## src/rtl/caltick_pkg.sv

```systemverilog
package caltick_pkg;

    localparam int DAY_W  = 15;
    localparam int HR_W   = 5;
    localparam int MIN_W  = 6;
    localparam int SEC_W  = 6;
    localparam int NUM_EV = 7;

    localparam int EV_SEC   = 0;
    localparam int EV_MIN   = 1;
    localparam int EV_HOUR  = 2;
    localparam int EV_DAY   = 3;
    localparam int EV_SW    = 4;
    localparam int EV_DAILY = 5;
    localparam int EV_DATED = 6;

    typedef struct packed {
        logic [DAY_W-1:0] day;
        logic [HR_W-1:0]  hr;
        logic [MIN_W-1:0] min;
        logic [SEC_W-1:0] sec;
    } rtc_time_t;

    localparam int TIME_W = $bits(rtc_time_t);

    typedef enum logic [1:0] {
        SEL_TIME  = 2'd0,
        SEL_ALARM = 2'd1,
        SEL_SW    = 2'd2,
        SEL_NONE  = 2'd3
    } wr_sel_e;

    function automatic logic same_tod(rtc_time_t a, rtc_time_t b);
        return (a.hr == b.hr) && (a.min == b.min) && (a.sec == b.sec);
    endfunction

endpackage

```

## src/rtl/caltick_prescale.sv

```systemverilog
module caltick_prescale #(
    parameter int DIV = 32768
) (
    input  logic clk,
    input  logic rst,
    input  logic en,
    input  logic bypass,
    input  logic restart,
    output logic tick
);
    localparam int CW = (DIV > 1) ? $clog2(DIV) : 1;
    localparam logic [CW-1:0] LAST = CW'(DIV - 1);

    logic [CW-1:0] cnt_q;

    assign tick = en && (bypass || (cnt_q == LAST));

    always_ff @(posedge clk) begin
        if (rst || restart) begin
            cnt_q <= '0;
        end else if (en && !bypass) begin
            cnt_q <= (cnt_q == LAST) ? '0 : cnt_q + 1'b1;
        end
    end

    // with the divider active, two ticks are never back to back
    p_tick_spacing_r2: assert property (@(posedge clk) disable iff (rst)
        (tick && !bypass && !restart) |=> !(tick && !bypass));

endmodule

```

## src/rtl/caltick_counters.sv

```systemverilog
module caltick_counters
    import caltick_pkg::*;
(
    input  logic      clk,
    input  logic      rst,
    input  logic      tick,
    input  logic      ld,
    input  rtc_time_t ld_val,
    output rtc_time_t q,
    output rtc_time_t nxt,
    output logic [3:0] roll
);
    logic c_sec, c_min, c_hr;

    always_comb begin
        c_sec = (q.sec == SEC_W'(59));
        c_min = c_sec && (q.min == MIN_W'(59));
        c_hr  = c_min && (q.hr == HR_W'(23));
        nxt     = q;
        nxt.sec = c_sec ? '0 : q.sec + 1'b1;
        if (c_sec) nxt.min = (q.min == MIN_W'(59)) ? '0 : q.min + 1'b1;
        if (c_min) nxt.hr  = (q.hr == HR_W'(23)) ? '0 : q.hr + 1'b1;
        if (c_hr)  nxt.day = q.day + 1'b1;
    end

    assign roll = {c_hr, c_min, c_sec, 1'b1} & {4{tick && !ld}};

    always_ff @(posedge clk) begin
        if (rst)       q <= '0;
        else if (ld)   q <= ld_val;
        else if (tick) q <= nxt;
    end

    // seconds wrap to zero after 59
    p_sec_wrap_r4: assert property (@(posedge clk) disable iff (rst)
        (tick && !ld && q.sec == SEC_W'(59)) |=> (q.sec == '0));
    // the last day at 23:59:59 wraps to day zero
    p_day_wrap_r4: assert property (@(posedge clk) disable iff (rst)
        (tick && !ld && (&q.day) && q.hr == HR_W'(23) && q.min == MIN_W'(59)
         && q.sec == SEC_W'(59)) |=> (q.day == '0 && q.hr == '0));

endmodule

```

## src/rtl/caltick_stopwatch.sv

```systemverilog
module caltick_stopwatch #(
    parameter int SW_W = 16
) (
    input  logic            clk,
    input  logic            rst,
    input  logic            tick,
    input  logic            ld,
    input  logic [SW_W-1:0] ld_val,
    output logic [SW_W-1:0] count,
    output logic            uf
);
    logic run_q;

    assign uf = tick && !ld && run_q && (count == '0);

    always_ff @(posedge clk) begin
        if (rst) begin
            count <= '0;
            run_q <= 1'b0;
        end else if (ld) begin
            count <= ld_val;
            run_q <= 1'b1;
        end else if (tick && run_q) begin
            if (count == '0) run_q <= 1'b0;
            else             count <= count - 1'b1;
        end
    end

    // a running nonzero count drops by exactly one per second
    p_sw_dec_r8: assert property (@(posedge clk) disable iff (rst)
        (tick && !ld && run_q && count != '0) |=> (count == $past(count) - 1'b1));
    // the underflow stops the timer at zero
    p_sw_stop_r8: assert property (@(posedge clk) disable iff (rst)
        uf |=> (!run_q && count == '0));

endmodule

```

## src/rtl/caltick_rtc.sv

```systemverilog
module caltick_rtc
    import caltick_pkg::*;
#(
    parameter int PRE_DIV = 32768,
    parameter int SW_W    = 16
) (
    input  logic              clk,
    input  logic              rst,
    input  logic              clk32k_en,
    input  logic              pre_bypass,
    input  logic              wr_en,
    input  logic [1:0]        wr_sel,
    input  logic [TIME_W-1:0] wr_data,
    input  logic [NUM_EV-1:0] evt_en,
    input  logic [NUM_EV-1:0] wake_en,
    input  logic [NUM_EV-1:0] evt_clr,
    output logic [TIME_W-1:0] cur_time,
    output logic [SW_W-1:0]   sw_count,
    output logic [NUM_EV-1:0] evt_flags,
    output logic              irq,
    output logic              wake
);
    wr_sel_e     sel;
    logic        ld_time, ld_alarm, ld_sw, tick, uf;
    logic [3:0]  roll;
    rtc_time_t   now_t, nxt_t, alarm_q;
    logic [NUM_EV-1:0] set_v, flag_q;

    assign sel      = wr_sel_e'(wr_sel);
    assign ld_time  = wr_en && (sel == SEL_TIME);
    assign ld_alarm = wr_en && (sel == SEL_ALARM);
    assign ld_sw    = wr_en && (sel == SEL_SW);

    caltick_prescale #(.DIV(PRE_DIV)) u_pre (
        .clk(clk), .rst(rst), .en(clk32k_en), .bypass(pre_bypass),
        .restart(ld_time), .tick(tick)
    );

    caltick_counters u_cnt (
        .clk(clk), .rst(rst), .tick(tick), .ld(ld_time),
        .ld_val(rtc_time_t'(wr_data)), .q(now_t), .nxt(nxt_t), .roll(roll)
    );

    caltick_stopwatch #(.SW_W(SW_W)) u_sw (
        .clk(clk), .rst(rst), .tick(tick), .ld(ld_sw),
        .ld_val(wr_data[SW_W-1:0]), .count(sw_count), .uf(uf)
    );

    always_ff @(posedge clk) begin
        if (rst)           alarm_q <= '0;
        else if (ld_alarm) alarm_q <= rtc_time_t'(wr_data);
    end

    always_comb begin
        set_v           = '0;
        set_v[EV_SEC]   = roll[0];
        set_v[EV_MIN]   = roll[1];
        set_v[EV_HOUR]  = roll[2];
        set_v[EV_DAY]   = roll[3];
        set_v[EV_SW]    = uf;
        set_v[EV_DAILY] = tick && !ld_time && same_tod(nxt_t, alarm_q);
        set_v[EV_DATED] = set_v[EV_DAILY] && (nxt_t.day == alarm_q.day);
    end

    for (genvar i = 0; i < NUM_EV; i++) begin : g_flag
        always_ff @(posedge clk) begin
            if (rst) flag_q[i] <= 1'b0;
            else     flag_q[i] <= set_v[i] | (flag_q[i] & ~evt_clr[i]);
        end
        // a set flag with no clear stays set
        p_flag_sticky_r9: assert property (@(posedge clk) disable iff (rst)
            (flag_q[i] && !evt_clr[i]) |=> flag_q[i]);
    end

    assign cur_time  = now_t;
    assign evt_flags = flag_q;
    assign irq       = |(flag_q & evt_en);
    assign wake      = |(flag_q & wake_en);

    // the daily alarm flag only rises after a second tick
    p_alarm_on_tick_r6: assert property (@(posedge clk) disable iff (rst)
        $rose(flag_q[EV_DAILY]) |-> $past(tick));
    // a dated match is always also a daily match
    p_dated_needs_daily_r7: assert property (@(posedge clk) disable iff (rst)
        $rose(flag_q[EV_DATED]) |-> flag_q[EV_DAILY]);
    // no flags, no interrupt
    p_irq_needs_flag_r10: assert property (@(posedge clk) disable iff (rst)
        (flag_q == '0) |-> !irq);

endmodule

```

## config.mk

```make
export PLATFORM = sky130hd
export DESIGN_NAME = caltick_rtc
export DESIGN_NICKNAME = d
export VERILOG_FILES = /design/src/rtl/caltick_pkg.sv /design/src/rtl/caltick_prescale.sv /design/src/rtl/caltick_counters.sv /design/src/rtl/caltick_stopwatch.sv /design/src/rtl/caltick_rtc.sv
export SDC_FILE = /design/constraint.sdc
export NUM_CORES = 1
export LEC_CHECK = 0
export CAP_MARGIN = 20
export CORE_MARGIN = 4
export CORE_UTILIZATION = 50
export DETAILED_ROUTE_END_ITERATION = 10
export DONT_BUFFER_PORTS = 1
export PLACE_DENSITY = 0.68
export SYNTH_ARGS = -nofsm -noshare
export SYNTH_HDL_FRONTEND = slang
export SYNTH_SLANG_ARGS = --single-unit
export TNS_END_PERCENT = 100
```

## constraint.sdc

```tcl
create_clock -name clk -period 2.86 [get_ports clk]
set_input_delay 0.572 -clock clk [delete_from_list [all_inputs] [get_ports clk]]
set_output_delay 0.572 -clock clk [all_outputs]
set_load 0.02 [all_outputs]
```

==> impl_results.md <==
- Fin Hold WS: between 0.2 and 0.3 ns
- Clk pin slew, worst setup/hold paths: around 0.06 ns
- Worst Clk Skew: roughly 0.0059 ns
- CTS tree: done
- Footprint of the multi-input gates: between 3000 and 4000 µm²
- Leakage Power: between 0.002 and 0.0025 µW
- Final WL: about 17000 µm
- Die Width: 116.9 µm
- Number of fill cells: about 1100
- GR Util All Layers: 0.2457
- CP Capture Type: register
- Commonest non-fill, non-tap cell in the layout: nand2_1
- Detail Placement HPWL: around 12000 µm
- Worst min path class: input pin to register
- Crit path max fanout: 6
- Initial core utilization: 0.5146
- PostCTS Resize Cnt: 0
- Crit path time final: roughly 2.7 ns
- Vias in the first global route: 5243
- Num rows: 39
- Status: complete, no violations
- Sink Count: 103
- First-pass GRT wire length: ~27000 µm
- Gate count after technology mapping: ~760
- Drt wl/cell: ~18 µm
- Pre-CTS WS: 0.1904 ns
- Setup WS post-layout: around 0.13 ns
- Initial antenna violation count: 0
- Slew margin rel.: 0.5186
- Post-Route Utilization: 0.5670
- Fin. Hold Viols: 0
- Final Max Tran Viols: 0
- Most frequent cells in the layout: nand2_1 (112), dfxtp_1 (103), nor2_1 (93), a21oi_1 (51), buf_4 (45)
- Post-synth ARST share: 0
- Sequential area share after synthesis: 0.3480
- CTS root buf: clkbuf_16
- Ports: around 120
- Area delta synth->final: 10.20%
- Area contributors post-synth: dfxtp_1 (35%), nand2_1 (7.1%), xnor2_1 (6.5%)
- Yosys reg bits: about 100
- Critical path's slowest cell: or4_1
- Post-Syn Area: between 5000 and 6000 µm²
- Hold-fix buffers, CTS: 0
- Die height: between 100 and 150 µm
- Synthesis Warnings: 0
- Critical Path RT: between 3 and 4 ns
- DRC: 0
- EDFF count, synth: 0
- Area of the core: 11520 µm²
- Syn Area/Cell: 7.818 µm²
- Port bufs: 0
- Maximum clock insertion buffer count: 2
- Worst VDD drop: 0.0003996 V
- Most area-hungry cell type in the Yosys netlist: dfxtp_1
- Post-CTS setup buffers: 0
- Final period util: 0.9541
- DR vias: around 5500
- GR Overflow Total: 0
- Setup TNS: 0 ns
- Nets@finish: approximately 830
- Slew at the pin closest to its max-slew limit: 0.7205 ns
- Max-cap viol count: 0
- P per Cell Area: between 400 and 500 nW/µm²
- Worst endpoint data arrival time: around 3.0 ns
- H-tree Lvls: 3
- Ys flop type: dfxtp_1
- Total CTS buffers: 9
- Placer Congestion: 0.8932
- Clock Latency Late Sink: 0.35 ns
- Critical Path Start Type: register
- DRT iter0 DRCs: roughly 380
- Pre-Repair DR Iteration Count: 5
- Final setup vio count: 0
- Total power: 3081 µW
- Synth cell types: 64
- Largest net degree at the start of global routing: 93
- Fmax: approximately 370 MHz
- Sequential cell area: between 2000 and 2500 µm²
- Crit-path cells: ha_1, and3b_2, nand2_1, or4_1, xor2_1, o21ai_0, or3_1, nor3_1, o21ba_2
- Top-area cell type share of the netlist area: 0.3480
- Crit path kind: register to register
- Via density per instance: between 6 and 7
- CP max stage delay: about 0.62 ns
- Antenna fix cells: 0
- Die area: approximately 14000 µm²
- Layout cell share with drive strength beyond 1: 0.09505
- Post-Syn Nets: 824
- RSZ-0062 raised after global routing: false
- DRT antenna net count: 0
## final cells by class
class,instances,share of cell area
Timing Repair Buffer,46,0.05480
Sequential cell,103,0.3158
Clock inverter,2,0.001533
Inverter,8,0.004599
Multi-Input combinational cell,598,0.5587
Tap cell,143,0.02740
Clock buffer,11,0.03717
## cells in the mapped netlist, drive strengths merged, types with 3 or more instances
master,number
nand2,112
dfxtp,103
nor2,93
a21oi,51
xnor2,44
clkbuf,43
a211oi,36
xor2,35
nand3,29
nor3,20
nand4,17
o21ai,17
nor4,13
a311oi,10
and3,10
mux2i,9
and2,8
inv,8
or3,7
and4,6
buf,6
ha,6
nor2b,6
a22oi,4
a31oi,4
and4b,4
nand2b,4
nor3b,4
nor4b,4
or4,4
and3b,3
nand3b,3
o21a,3
## per-stage QoR
step           area (µm²)  instances
2_1_floorplan        5926        758
3_3_place_gp         6260        897
3_5_place_dp         6267        898
4_1_cts              6520        911
5_1_grt              6530        911
6_report             6530        911
## where the power goes
part / switching, µW / internal, µW / total, µW
clock: 506 / 596 / 1100
combinational: 239 / 168 / 407
sequential: 81.0 / 1490 / 1570
## final timing paths
| kind | startpoint | to | slack [ns] | depth (start not counted) |
|---|---|---|---|---|
| max | u_cnt.q[0] | evt_flags[5] | 0.13 | 9 |
| min | rst | alarm_q[22] | 0.29 | 1 |
| max reg2reg | u_cnt.q[0] | evt_flags[5] | 0.13 | 9 |
| min reg2reg | alarm_q[22] | alarm_q[22] | 0.47 | 2 |
## worst max-delay path: cells and delay by family (launching register included)
family | cells | cell delay [ns]
flip-flops | 1 | 0.34
adder cells (fa/ha/maj) | 1 | 0.20
XOR/XNOR | 1 | 0.16
AND/OR/NAND/NOR | 5 | 1.72
AO/OA/AOI/OAI | 2 | 0.26
## kinds of logic after synthesis
family | synth area share
AOI/OAI and AO/OA | 0.1700
xor gates and xnor gates | 0.1168
adders and majority gates | 0.01267
buffers and inverters | 0.03801
DFF | 0.3480
muxes | 0.01520
and+or+nand+nor | 0.2994
## sequential cells by signal (all words and copies together) (netlist names)
register and flops:
u_sw.run_q 1, u_pre.cnt_q 15, u_cnt.q 32, u_sw.count 16, alarm_q 32, evt_flags 7
## routing by layer
metal  global-route usage  share of wire
met3              0.08997           0.10
met4              0.07263          0.018
met1               0.3273           0.45
met2               0.3743           0.43
met5                    0              0
Power figures use the tool's default switching activity.
